$ cat config.mk
export PLATFORM = sky130hd
export DESIGN_NAME = serclk_gen
export DESIGN_NICKNAME = d
export VERILOG_FILES = /design/src/rtl/serclk_pkg.sv /design/src/rtl/serclk_divider.sv /design/src/rtl/serclk_prescale.sv /design/src/rtl/serclk_edge_sync.sv /design/src/rtl/serclk_gen.sv
export SDC_FILE = /design/constraint.sdc
export NUM_CORES = 1
export LEC_CHECK = 0
export CORE_UTILIZATION = 50
export CTS_CLUSTER_SIZE = 30
export DETAILED_ROUTE_END_ITERATION = 6
export DONT_BUFFER_PORTS = 1
export PLACE_DENSITY = 0.7
export SYNTH_ARGS = -nofsm -noshare
export SYNTH_HDL_FRONTEND = slang
export SYNTH_SLANG_ARGS = --single-unit
$ cat constraint.sdc
create_clock -name clk -period 2.1 [get_ports clk]
set_input_delay 0.42 -clock clk [delete_from_list [all_inputs] [get_ports clk]]
set_output_delay 0.42 -clock clk [all_outputs]
set_load 0.05 [all_outputs]
$ cat src/rtl/serclk_pkg.sv
package serclk_pkg;

    typedef enum logic [1:0] {
        MODE_ASYNC_NORM  = 2'd0,
        MODE_ASYNC_DBL   = 2'd1,
        MODE_SYNC_MASTER = 2'd2,
        MODE_SYNC_SLAVE  = 2'd3
    } serclk_mode_e;

    // Double-speed only matters without sync; direction only matters with sync.
    function automatic serclk_mode_e decode_mode(input logic sync_sel,
                                                 input logic dbl,
                                                 input logic master);
        serclk_mode_e m;
        if (sync_sel) m = master ? MODE_SYNC_MASTER : MODE_SYNC_SLAVE;
        else          m = dbl    ? MODE_ASYNC_DBL   : MODE_ASYNC_NORM;
        return m;
    endfunction

    typedef struct packed {
        logic os_tick;
        logic bit_tick;
        logic xclk;
        logic oe;
    } serclk_out_t;

endpackage

$ cat src/rtl/serclk_divider.sv
module serclk_divider #(
    parameter int DIV_W = 12
) (
    input  logic             clk,
    input  logic             rst_n,
    input  logic [DIV_W-1:0] div_val,
    output logic             hit
);
    localparam logic [DIV_W-1:0] ONE = DIV_W'(1);

    typedef struct packed {
        logic [DIV_W-1:0] cnt;
    } div_st_t;

    div_st_t st_d, st_q;

    always_comb begin
        st_d = st_q;
        if (st_q.cnt == '0) st_d.cnt = div_val;
        else                st_d.cnt = st_q.cnt - ONE;
    end

    always_ff @(posedge clk) begin
        if (!rst_n) st_q <= '0;
        else        st_q <= st_d;
    end

    assign hit = (st_q.cnt == '0);
endmodule

$ cat src/rtl/serclk_prescale.sv
module serclk_prescale #(
    parameter int RATIO_NORM = 16,
    parameter int RATIO_DBL  = 8
) (
    input  logic clk,
    input  logic rst_n,
    input  logic en,
    input  logic dbl,
    input  logic hit,
    output logic last
);
    localparam int CW = $clog2(RATIO_NORM);
    localparam logic [CW-1:0] TOP_NORM = CW'(RATIO_NORM - 1);
    localparam logic [CW-1:0] TOP_DBL  = CW'(RATIO_DBL - 1);
    localparam logic [CW-1:0] ONE      = CW'(1);

    typedef struct packed {
        logic [CW-1:0] cnt;
    } ps_st_t;

    ps_st_t st_d, st_q;
    logic [CW-1:0] top;
    logic          at_top;

    always_comb begin
        top    = dbl ? TOP_DBL : TOP_NORM;
        at_top = (st_q.cnt >= top);
        st_d   = st_q;
        if (!en)      st_d.cnt = '0;
        else if (hit) st_d.cnt = at_top ? '0 : st_q.cnt + ONE;
    end

    always_ff @(posedge clk) begin
        if (!rst_n) st_q <= '0;
        else        st_q <= st_d;
    end

    assign last = en & hit & at_top;
endmodule

$ cat src/rtl/serclk_edge_sync.sv
module serclk_edge_sync #(
    parameter int STAGES = 2
) (
    input  logic clk,
    input  logic rst_n,
    input  logic pin,
    output logic rise,
    output logic fall
);
    localparam int W = STAGES + 1;

    typedef struct packed {
        logic [W-1:0] pipe;
    } es_st_t;

    es_st_t st_d, st_q;

    always_comb begin
        st_d      = st_q;
        st_d.pipe = {st_q.pipe[W-2:0], pin};
    end

    always_ff @(posedge clk) begin
        if (!rst_n) st_q <= '0;
        else        st_q <= st_d;
    end

    assign rise =  st_q.pipe[W-2] & ~st_q.pipe[W-1];
    assign fall = ~st_q.pipe[W-2] &  st_q.pipe[W-1];
endmodule

$ cat src/rtl/serclk_gen.sv
module serclk_gen
    import serclk_pkg::*;
#(
    parameter int DIV_W       = 12,
    parameter int OS_NORM     = 16,
    parameter int OS_DBL      = 8,
    parameter int SYNC_STAGES = 2
) (
    input  logic             clk,
    input  logic             rst_n,
    input  logic [DIV_W-1:0] baud_div,
    input  logic             sync_sel,
    input  logic             dbl_speed,
    input  logic             clk_is_master,
    input  logic             xfer_clk_in,
    output logic             os_tick,
    output logic             bit_tick,
    output logic             xfer_clk_out,
    output logic             xfer_clk_oe
);
    serclk_mode_e mode;
    logic         hit, ps_last, ext_rise, ext_fall, async_en;
    serclk_out_t  st_d, st_q;

    assign mode     = decode_mode(sync_sel, dbl_speed, clk_is_master);
    assign async_en = (mode == MODE_ASYNC_NORM) || (mode == MODE_ASYNC_DBL);

    serclk_divider #(.DIV_W(DIV_W)) u_div (
        .clk(clk), .rst_n(rst_n), .div_val(baud_div), .hit(hit)
    );

    serclk_prescale #(.RATIO_NORM(OS_NORM), .RATIO_DBL(OS_DBL)) u_ps (
        .clk(clk), .rst_n(rst_n), .en(async_en),
        .dbl(mode == MODE_ASYNC_DBL), .hit(hit), .last(ps_last)
    );

    serclk_edge_sync #(.STAGES(SYNC_STAGES)) u_sync (
        .clk(clk), .rst_n(rst_n), .pin(xfer_clk_in),
        .rise(ext_rise), .fall(ext_fall)
    );

    always_comb begin
        st_d          = st_q;
        st_d.os_tick  = 1'b0;
        st_d.bit_tick = 1'b0;
        st_d.xclk     = 1'b0;
        st_d.oe       = (mode == MODE_SYNC_MASTER);
        unique case (mode)
            MODE_ASYNC_NORM, MODE_ASYNC_DBL: begin
                st_d.os_tick  = hit;
                st_d.bit_tick = ps_last;
            end
            MODE_SYNC_MASTER: begin
                st_d.xclk = hit ? ~st_q.xclk : st_q.xclk;
                // launch edge on the rise, sample edge on the fall
                st_d.bit_tick = hit & ~st_q.xclk;
                st_d.os_tick  = hit &  st_q.xclk;
            end
            MODE_SYNC_SLAVE: begin
                st_d.bit_tick = ext_rise;
                st_d.os_tick  = ext_fall;
            end
            default: ;
        endcase
    end

    always_ff @(posedge clk) begin
        if (!rst_n) st_q <= '0;
        else        st_q <= st_d;
    end

    assign os_tick      = st_q.os_tick;
    assign bit_tick     = st_q.bit_tick;
    assign xfer_clk_out = st_q.xclk;
    assign xfer_clk_oe  = st_q.oe;
endmodule

==> results.yml <==
outcome:
  status: "finished, final reports clean"
route:
  viasPerCell: 5.888
  routed_wl_um: 2001
  drc: 0
  drt_iter0_markers: 24
  drt_pass1_iterations: 4
  top_layer: "met4"
  wl_per_cell_um: 13.16
  wl_met3_um: 68
  detail-route-antenna-nets: 0
  vias: 895
  wl_met2_um: 927
  wirelength_met1_um: 970
clock_tree:
  cts_htree_levels: 1
  cts-resized-gates: 0
  clkLatencyLatePin_ps: 310
  cts_sinks: 23
  cts_hold_buf: 0
  cts_tree: "yes"
  numCtsBuffers: 3
  postCtsSetupBuffers: 0
  cts-root-buf: "clkbuf_4"
  clk_pin_slew_ps: 130
  clockBufferDepth: 2
grt:
  overflow: 0
  grt_first_pass_wirelength_um: 3381
  grt_usage: 0.1840
  grt_max_degree: 24
  grt_pass1_vias: 797
  antenna_found_initial: 0
layout:
  fin_util: 0.5784
  layout-drive-gt1-share: 0.08000
  nNetsFinal: 148
  synthToLayoutAreaGrowth_pct: 5.005
  antenna_cells: 0
  fin_area_um2: 1181
sta:
  finalCriticalPeriod_ps: 1810
  relSlewSlack: 0.6024
  drv_slew: 0
  worst_pin_slew_ps: 595.5
  rsz0062_at_grt: "false"
  max_freq_mhz: 552.3
  fin_crit_sh: 0.8621
  fin_ws_ps: 289.5
  setup_violations: 0
  finClkSkew_ps: 3.448
  final_hold_viol_count: 0
  fin_setup_tns_ps: 0
floorplan:
  fp.dieH_um: 49.43
  row_count: 16
  dieArea_um2: 2443
  die_x_um: 49.43
  fp.coreArea_um2: 2042
  io_pins: 22
  initial_utilization: 0.5509
worst_setup_path:
  reg2regPathDepth: 6
  cp_max_fo: 5
  start_kind: "flip-flop"
  crit_type: "flip-flop to flip-flop"
  worstPathRequired_ps: 2350
  r2r_slack_ps: 290
  cp-end-kind: "flip-flop"
  critPathArrivalTime_ps: 2060
place:
  place_area_um2: 1154
  place_congestion: 0.8030
  pre_cts_slack_ps: 288.8
  place.port_buffers: 0
  hpwl_um: 1478
power_and_ir_drop:
  finalPower_mw: 1.442
  leakage_nw: 0.4733
  ir_drop_uv: 850.0
  powerDensity_nw_per_um2: 1221
synth:
  netlist_instances: 124
  synth_cell_type_count: 33
  yosysWarningCount: 0
  ys_seq_elements: 23
  synth_edf_count: 0
  synth_ff_type: "dfxtp_1"
  async_flop_share: 0
  syn_avg_cell_area_um2: 9.071
  synth_fp_nets: 146
  synth.cell_area_um2: 1125
  seq_area_frac_synth: 0.4093
flow_run:
  maxCapViolations: 0
worst_hold_path:
  hold_class: "input pin to flip-flop"
  whs_path_depth: 1
[metrics by stage]
stage                     hold WS, ps  std cells
final                           211.9        152
after global placement          414.1        148
after detailed placement        431.9        148
after global routing            190.6        152
after CTS                       215.0        152
after floorplan                 411.9        124
[per-layer routing]
| metal | up-vias | global-route usage |
|---|---|---|
| met4 | 0 | 0.09048 |
| met5 | - | 0 |
| met1 | 424 | 0.2190 |
| met3 | 4 | 0.03738 |
| li1 | 452 | - |
| met2 | 15 | 0.3128 |
[area by class of cell]
class	count	area, um2
clock buffer	3	22.52
sequential	23	460.4
multi-input combinational	93	633.1
fill	195	860.8
timing repair buffer	2	15.01
clock inverter	1	5.005
tap	27	33.78
inverter	3	11.26
[flip-flops by register name (all words and copies together), names as in the netlist]
| name | count |
|---|---|
| xfer_clk_oe | 1 |
| u_ps.st_q | 4 |
| bit_tick | 1 |
| u_sync.st_q | 3 |
| xfer_clk_out | 1 |
| u_div.st_q | 12 |
| os_tick | 1 |
[report_power, final]
group,internal [mW],switching [mW]
logic,0.285,0.303
clock network,0.0712,0.136
registers,0.530,0.117
[synthesized netlist by cell type (3+ instances only)]
| cell type | n | area (um2) |
|---|---|---|
| dfxtp_1 | 23 | 460.4 |
| nand2_1 | 11 | 41.29 |
| a21oi_1 | 9 | 45.04 |
| o21ai_0 | 9 | 45.04 |
| nor2_1 | 7 | 26.28 |
| and2_1 | 6 | 37.54 |
| o211a_1 | 6 | 60.06 |
| clkbuf_1 | 4 | 15.01 |
| ha_1 | 4 | 50.05 |
| nand3_1 | 4 | 20.02 |
| nand3b_1 | 4 | 30.03 |
| xor2_1 | 4 | 35.03 |
| a31oi_1 | 3 | 18.77 |
| inv_1 | 3 | 11.26 |
| o21a_1 | 3 | 22.52 |
| xnor2_1 | 3 | 26.28 |
[path summary, 6_finish.rpt]
| check | startpoint | to |
|---|---|---|
| worst min-delay path | rst_n | bit_tick |
| worst max register to register | u_div.st_q[0] | u_ps.st_q[2] |
| worst max-delay path | u_div.st_q[0] | u_ps.st_q[2] |
| worst min register to register | u_sync.st_q[0] | u_sync.st_q[1] |
[cell usage in the layout, fill, tap and decap left out, types with 2 or more instances in the layout]
cell type   n
o211a_1     6
nor2_1      7
a21oi_1     9
o21a_1      3
nand3b_1    4
nand2_1    11
and2_1      6
nand3_1     4
xor2_1      4
a31oi_1     3
inv_1       3
o21ai_0     9
ha_1        4
xnor2_1     3
nor4bb_1    2
dfxtp_1    23
nand4b_1    2
nor2b_1     2
buf_4       2
nand2b_1    2
clkbuf_4    3
[critical path, stage by stage (launching register included)]
cell and delay (ps):
dfxtp_1 360, inv_1 100, ha_1 160, nor2b_1 220, nand4b_1 220, or4b_1 550, a21oi_1 140
[kinds of logic (layout without fill, tap and decap cells)]
group | count (synthesis) | count (layout) | synth area share
AND/OR/NAND/NOR | 48 | 48 | 0.2636
adder cells (fa/ha/maj) | 4 | 4 | 0.04450
flip-flops | 23 | 23 | 0.4093
buffers and inverters | 8 | 9 | 0.02780
XOR/XNOR | 7 | 7 | 0.05451
AO/OA/AOI/OAI | 34 | 34 | 0.2002
No activity file was read; power rests on OpenSTA's default activity.
